**config.mk**
```make
export PLATFORM = sky130hd
export DESIGN_NAME = esc_receiver
export DESIGN_NICKNAME = d
export VERILOG_FILES = /design/src/rtl/esc_rx_pkg.sv /design/src/rtl/esc_rx_wire_decode.sv /design/src/rtl/esc_rx_pulse_track.sv /design/src/rtl/esc_rx_handshake.sv /design/src/rtl/esc_rx_resp_drive.sv /design/src/rtl/esc_receiver.sv
export SDC_FILE = /design/constraint.sdc
export NUM_CORES = 1
export LEC_CHECK = 0
export BUFFER_PORTS_ARGS = -buffer_cell sky130_fd_sc_hd__buf_2
export CORE_AREA = 2 2 39 41
export CTS_CLUSTER_DIAMETER = 200
export DETAILED_ROUTE_END_ITERATION = 16
export DIE_AREA = 0 0 41 43
export PLACE_DENSITY = 0.45
export SLEW_MARGIN = 40
export SYNTH_ARGS = -nofsm -noshare
export SYNTH_HDL_FRONTEND = slang
export SYNTH_HIERARCHICAL = 1
export SYNTH_SLANG_ARGS = --single-unit
```
**constraint.sdc**
```tcl
create_clock -name clk -period 1.5 [get_ports clk]
set_input_delay 0.15 -clock clk [delete_from_list [all_inputs] [get_ports clk]]
set_output_delay 0.15 -clock clk [all_outputs]
set_load 0.1 [all_outputs]
```
**src/rtl/esc_rx_pkg.sv**
```systemverilog
package esc_rx_pkg;

  typedef enum logic [2:0] {
    RX_IDLE    = 3'd0,
    RX_FIRST   = 3'd1,
    RX_PING_B1 = 3'd2,
    RX_PING_B2 = 3'd3,
    RX_PING_B3 = 3'd4,
    RX_ESC_LO  = 3'd5,
    RX_ESC_HI  = 3'd6
  } rx_state_e;

  // Response level each state presents on the true response wire.
  function automatic logic state_resp(rx_state_e s);
    case (s)
      RX_FIRST, RX_PING_B2, RX_ESC_HI: state_resp = 1'b1;
      default:                         state_resp = 1'b0;
    endcase
  endfunction

endpackage

```
**src/rtl/esc_rx_wire_decode.sv**
```systemverilog
module esc_rx_wire_decode (
  input  logic wire_p,
  input  logic wire_n,
  output logic asserted,
  output logic fault
);
  // Valid only when complementary; a fault masks the level.
  assign fault    = ~(wire_p ^ wire_n);
  assign asserted = wire_p & ~wire_n;
endmodule

```
**src/rtl/esc_rx_pulse_track.sv**
```systemverilog
module esc_rx_pulse_track (
  input  logic clk,
  input  logic rst_n,
  input  logic asserted,
  output logic prev_asserted,
  output logic enable
);
  logic seen_q;

  always_ff @(posedge clk or negedge rst_n) begin
    if (!rst_n) seen_q <= 1'b0;
    else        seen_q <= asserted;
  end

  // Second and later consecutive asserted cycles mean escalation.
  assign enable        = asserted & seen_q;
  assign prev_asserted = seen_q;
endmodule

```
**src/rtl/esc_rx_handshake.sv**
```systemverilog
module esc_rx_handshake
  import esc_rx_pkg::*;
(
  input  logic      clk,
  input  logic      rst_n,
  input  logic      asserted,
  input  logic      fault,
  output logic      resp_level,
  output rx_state_e state
);
  rx_state_e state_q, state_d;

  always_comb begin
    state_d = state_q;
    case (state_q)
      RX_IDLE:    state_d = asserted ? RX_FIRST   : RX_IDLE;
      RX_FIRST:   state_d = asserted ? RX_ESC_LO  : RX_PING_B1;
      RX_PING_B1: state_d = asserted ? RX_ESC_HI  : RX_PING_B2;
      RX_PING_B2: state_d = asserted ? RX_ESC_LO  : RX_PING_B3;
      RX_PING_B3: state_d = asserted ? RX_FIRST   : RX_IDLE;
      RX_ESC_LO:  state_d = asserted ? RX_ESC_HI  : RX_IDLE;
      RX_ESC_HI:  state_d = asserted ? RX_ESC_LO  : RX_IDLE;
      default:    state_d = RX_IDLE;
    endcase
    if (fault) state_d = RX_IDLE;
  end

  always_ff @(posedge clk or negedge rst_n) begin
    if (!rst_n) state_q <= RX_IDLE;
    else        state_q <= state_d;
  end

  assign resp_level = state_resp(state_q);
  assign state      = state_q;
endmodule

```
**src/rtl/esc_rx_resp_drive.sv**
```systemverilog
module esc_rx_resp_drive (
  input  logic level,
  input  logic fault,
  output logic out_p,
  output logic out_n
);
  // Complementary normally; equal levels mirror a detected fault.
  assign out_p = level;
  assign out_n = fault ? level : ~level;
endmodule

```
**src/rtl/esc_receiver.sv**
```systemverilog
module esc_receiver
  import esc_rx_pkg::*;
(
  input  logic clk,
  input  logic rst_n,
  input  logic esc_p,
  input  logic esc_n,
  output logic resp_p,
  output logic resp_n,
  output logic esc_en
);
  logic      in_asserted;
  logic      in_fault;
  logic      resp_level;
  logic      prev_asserted;
  rx_state_e hs_state;

  esc_rx_wire_decode u_dec (
    .wire_p   (esc_p),
    .wire_n   (esc_n),
    .asserted (in_asserted),
    .fault    (in_fault)
  );

  esc_rx_pulse_track u_trk (
    .clk           (clk),
    .rst_n         (rst_n),
    .asserted      (in_asserted),
    .prev_asserted (prev_asserted),
    .enable        (esc_en)
  );

  esc_rx_handshake u_hs (
    .clk        (clk),
    .rst_n      (rst_n),
    .asserted   (in_asserted),
    .fault      (in_fault),
    .resp_level (resp_level),
    .state      (hs_state)
  );

  esc_rx_resp_drive u_drv (
    .level (resp_level),
    .fault (in_fault),
    .out_p (resp_p),
    .out_n (resp_n)
  );
endmodule

```
==> results of run 1 <==
final cells by class:
type / instances / area, µm²
fill: 150 / 977
multi-input combinational: 17 / 151
sequential: 4 / 101
timing repair buffer: 9 / 100
clock buffer: 3 / 22.5
tap: 16 / 20.0
inverter: 3 / 11.3
logic make-up (layout without fill, tap and decap cells):
| kind of cell | count (synthesis) | in the layout |
|---|---|---|
| AO/OA/AOI/OAI | 7 | 7 |
| XOR/XNOR | 2 | 2 |
| adder cells (fa/ha/maj) | 1 | 1 |
| buffers and inverters | 4 | 15 |
| flip-flops | 4 | 4 |
| AND/OR/NAND/NOR | 7 | 7 |
sequential cells by signal, indices dropped and copies added, names as in the netlist:
register / count
u_hs/state: 3
u_trk/prev_asserted: 1
routing by layer:
metal	vias up	GRT usage (%)	wire length [µm]
met5	-	0	0
met4	0	10.0	13
met3	2	4.71	24
met2	6	13.8	396
met1	107	6.82	244
li1	112	-	-
worst max-delay path, cell delays in order, from the launching register on:
cell and delay, ns:
dfrtp_1 0.39, inv_2 0.12, nand3_2 0.11, o21ai_4 0.12, xnor2_4 0.15, buf_12 0.19
worst min path at each step:
stage,to,start
floorplan,u_hs/state[0],rst_n
global placement,u_hs/state[0],rst_n
detailed placement,u_hs/state[0],rst_n
CTS,u_hs/state[0],rst_n
global route,u_hs/state[0],rst_n
finish,u_hs/state[0],rst_n
power breakdown:
group | switching (mW) | internal [mW]
combinational | 0.132 | 0.0892
sequential | 0.0138 | 0.118
clock | 0.0444 | 0.0895
synthesized netlist by cell type, drive strengths merged:
| library cell | n | share of area (%) |
|---|---|---|
| nor2b | 1 | 2.7 |
| a31oi | 2 | 5.3 |
| inv | 3 | 4.8 |
| o21ai | 1 | 2.1 |
| and2 | 1 | 2.7 |
| dfrtp | 4 | 43 |
| xnor2 | 2 | 7.4 |
| a21oi | 2 | 4.3 |
| buf | 1 | 3.2 |
| ha | 1 | 5.3 |
| or4 | 1 | 3.2 |
| o211ai | 1 | 3.2 |
| a211oi | 1 | 3.2 |
| nor3b | 1 | 3.2 |
| nand3 | 1 | 2.1 |
| nand3b | 1 | 3.2 |
| nor2 | 1 | 1.6 |
metrics by stage:
step,setup WS [ns],instance area (µm²)
after floorplan,0.00435,254
after global placement,0.182,357
after detailed placement,0.155,357
after CTS,0.00931,393
after global routing,-0.0137,407
final,0.0322,407
repair_timing:
| item | 4_1_cts | 5_1_grt |
|---|---|---|
| gates resized for setup | 1 | 4 |
| endpoints found under the setup margin | 2 | 2 |
| hold buffers | 1 | 0 |
| pin swaps | 0 | 0 |
| hold endpoints to repair | 4 | 0 |
==> metrics, run 1 <==
status=finished clean; Post-Synthesis Cells=25; Worst Tran Pin Value=0.270 ns; Final #Nets=43; final hold vios=0; Clock Root Buffer=clkbuf_4; Initial Util=17.0%; sequential area share after synthesis=42.6%; worst-case clock buffer depth=2; Via Count=227; total power=0.487 mW; Power Dens Cells=1200 nW/µm²; worst reg2reg path endpoint=u_hs/state[0]; Routed wire per std cell=13.1 µm; worst r2r src=u_hs/state[0]; post-synthesis simple-gate area fraction=18.6%; syn_nets=30; Final Util=29.4%; Setup Skew=0.00900 ns; Period minus WS final=1.47 ns; Core ar.=1380 µm²; WL final=679 µm; Worst Setup SP=u_hs/state[0]; DR iter-0 viols=0; number of H-tree levels=1; final count of pins violating max slew=0; Placed Cells=48; FF-to-FF setup slack=0.14 ns; R2R depth=3; max cap viols=0; row count=14; vias in the first global route=215; Worst slew margin=81.9%; Final ANT Viol Nets=0; Port Buffer Count=6; Synth Area in Adders=5.32%; grt total ovfl=0; final hold slack=0.245 ns; gr usage total=8.96%; routability cong.=0.656; drt first pass iters=1; # DRC=0; Clock Sinks=4; global-route wire length before repair=903 µm; die area=1760 µm²; Worst Hold Class=in -> async; Worst setup SP type=flip-flop; CTS Buf Count=3; Synth cell types=18; complex-gate fraction of the synthesized area=18.1%; CTS clk-pin slew, worst paths=0.04 ns; setup TNS=0 ns; DPL Wire Length=388 µm; most frequent cells in the layout=clkbuf_4 (3), buf_2 (3), buf_12 (3), dfrtp_1 (3); area delta synth->final=72.9%; mux contribution to synthesized area=0%; Leak=0.167 nW; share of cells above drive strength 1=47.2%; post-CTS setup buffers=0; ant diodes=0; Critical Path End Type=output pin; Peak Freq=681 MHz; CTS tree=done; Post-Syn Area=235 µm²; CP max FO=4; syn avg cell area=9.41 µm²; Yosys reg bits=4; largest family of logic cells by synthesized area=simple AND/OR/NAND/NOR gates; DR vias/cell=4.37; Die W=41 µm; WP data required=1.35 ns; largest net degree at the start of global routing=9; CP arrival=1.32 ns; Worst Setup EP=resp_n; Final Cycle Share=97.9%; antenna violations before repair=0; CP Class=reg -> out; die height=43 µm; Post-Layout Cell Count=52; XOR/XNOR Fraction of Synth Area=7.45%; Peak VDD IR=0.234 mV; yosys warns=6; final setup fails=0; Ports=7; latest clock arrival within the worst-skew pair=0.24 ns
Power figures use the tool's default switching activity.
==> run 2, diff against run 1 <==
--- a/config.mk
+++ b/config.mk
@@ -5,12 +5,12 @@
 export SDC_FILE = /design/constraint.sdc
 export NUM_CORES = 1
 export LEC_CHECK = 0
-export BUFFER_PORTS_ARGS = -buffer_cell sky130_fd_sc_hd__buf_2
 export CORE_AREA = 2 2 39 41
 export CTS_CLUSTER_DIAMETER = 200
 export DETAILED_ROUTE_END_ITERATION = 16
 export DIE_AREA = 0 0 41 43
-export PLACE_DENSITY = 0.45
+export DONT_BUFFER_PORTS = 1
+export PLACE_DENSITY = 0.4
 export SLEW_MARGIN = 40
 export SYNTH_ARGS = -nofsm -noshare
 export SYNTH_HDL_FRONTEND = slang
==> run 2 against run 1 <==
Against the previous run: die area is the same; critical path depth did not move; design area shrank 9.5%; combinational power fell by 9.0%; count of clock-buffer cells in the layout did not move.
==> metrics, run 2 (same netlist as run 1, synthesis figures left out) <==
Ports=7; ant diodes=0; Worst setup SP type=flip-flop; antenna violations before repair=0; share of cells above drive strength 1=45.5%; global-route wire length before repair=883 µm; die area=1760 µm²; WP data required=1.35 ns; Setup Skew=0.00431 ns; row count=14; # DRC=0; max cap viols=0; final setup fails=0; Period minus WS final=1.45 ns; final hold slack=0.185 ns; Leak=0.147 nW; max reg flops=3; area delta synth->final=56.4%; Final Instance Area=368 µm²; Worst Tran Pin Value=0.280 ns; CP max FO=3; Port Buffer Count=0; status=finished clean; R2R depth=3; Final #Nets=40; gr usage total=9.07%; die height=43 µm; Power Dens Cells=1270 nW/µm²; Final Cycle Share=96.4%; Routed wire per std cell=11.5 µm; Via Count=217; WL final=564 µm; final count of pins violating max slew=0; Critical Path End Type=output pin; DR vias/cell=4.43; setup TNS=0 ns; Peak VDD IR=0.282 mV; worst r2r src=u_hs/state[0]; Die W=41 µm; Peak Freq=691 MHz; final hold vios=0; Final ANT Viol Nets=0; CTS tree=done; Core ar.=1380 µm²; leading cell type in the layout, fill and taps excluded=buf_4; latest clock arrival within the worst-skew pair=0.24 ns; CP Class=reg -> out; Worst Hold Class=in -> async; vias in the first global route=220; most frequent cells in the layout=buf_4 (4), clkbuf_4 (3); Final Util=26.6%; pre-CTS WS=0.181 ns; Placed Area=305 µm²; Final WS setup=0.0538 ns; DR iter-0 viols=4; Clock Root Buffer=clkbuf_4; FF-to-FF setup slack=0.20 ns; Worst slew margin=81.3%; Initial Util=17.0%; CTS clk-pin slew, worst paths=0.04 ns; worst reg2reg path endpoint=u_hs/state[0]; worst-case clock buffer depth=2; CP arrival=1.30 ns; Clock Sinks=4; largest net degree at the start of global routing=9; routability cong.=0.638; drt first pass iters=4; CTS Buf Count=3; number of H-tree levels=1; FILL cells=153; grt total ovfl=0
[run 2: cell count changes in the layout (fill, tap and decap cells not counted), sizes merged]
| cell | before | now |
|---|---|---|
| buf | 8 | 5 |
[run 2: area by class of cell]
cell class / count / area (µm²) / share of cell area [%]
repair buffers: 6 / 60.1 / 16.3
well taps: 16 / 20.0 / 5.44
clock buffers: 3 / 22.5 / 6.12
flip-flops and latches: 4 / 103 / 27.9
multi-input cells: 17 / 151 / 41.2
inverters: 3 / 11.3 / 3.06
[run 2: layer usage]
| metal | GRT usage, % | vias up | wire [µm] |
|---|---|---|---|
| li1 | - | 107 | - |
| met1 | 6.84 | 99 | 202 |
| met2 | 11.3 | 7 | 294 |
| met3 | 4.71 | 4 | 22 |
| met4 | 16.0 | 0 | 45 |
| met5 | 0 | - | 0 |
[run 2: how the worst max path moves through the flow]
stage,startpoint,to,slack (ns),cells after the start
finish,u_hs/state[0],resp_n,0.05,5
global route,u_hs/state[0],resp_n,-0.005,5
CTS,u_hs/state[2],resp_n,0.04,4
detailed placement,u_hs/state[0],resp_n,0.18,4
global placement,u_hs/state[0],resp_n,0.19,4
floorplan,u_hs/state[0],resp_n,0.004,4
[run 2: worst max-delay path, cell delays in order (launching register included)]
cell,delay [ns]
dfrtp_2,0.40
inv_2,0.10
nand3_2,0.11
o21ai_4,0.12
xnor2_4,0.15
buf_12,0.19
[run 2: repair_timing]
item,CTS,global route
hold buffers,1,0
endpoints found under the setup margin,2,2
cloned,0,0
gates resized for setup,4,1
endpoints found under the hold margin,4,0
setup buffers,2,0
[run 2: where the power goes]
group          total [mW]  internal, mW  switching (mW)
Combinational       0.201        0.0755           0.126
Sequential          0.132         0.119          0.0131
Clock               0.134        0.0895          0.0442
[run 2: stage by stage]
step                      total power, mW  std cells
after floorplan                     0.271         25
after global placement              0.311         43
after detailed placement            0.312         43
after CTS                           0.468         49
after global routing                0.493         49
final                               0.467         49
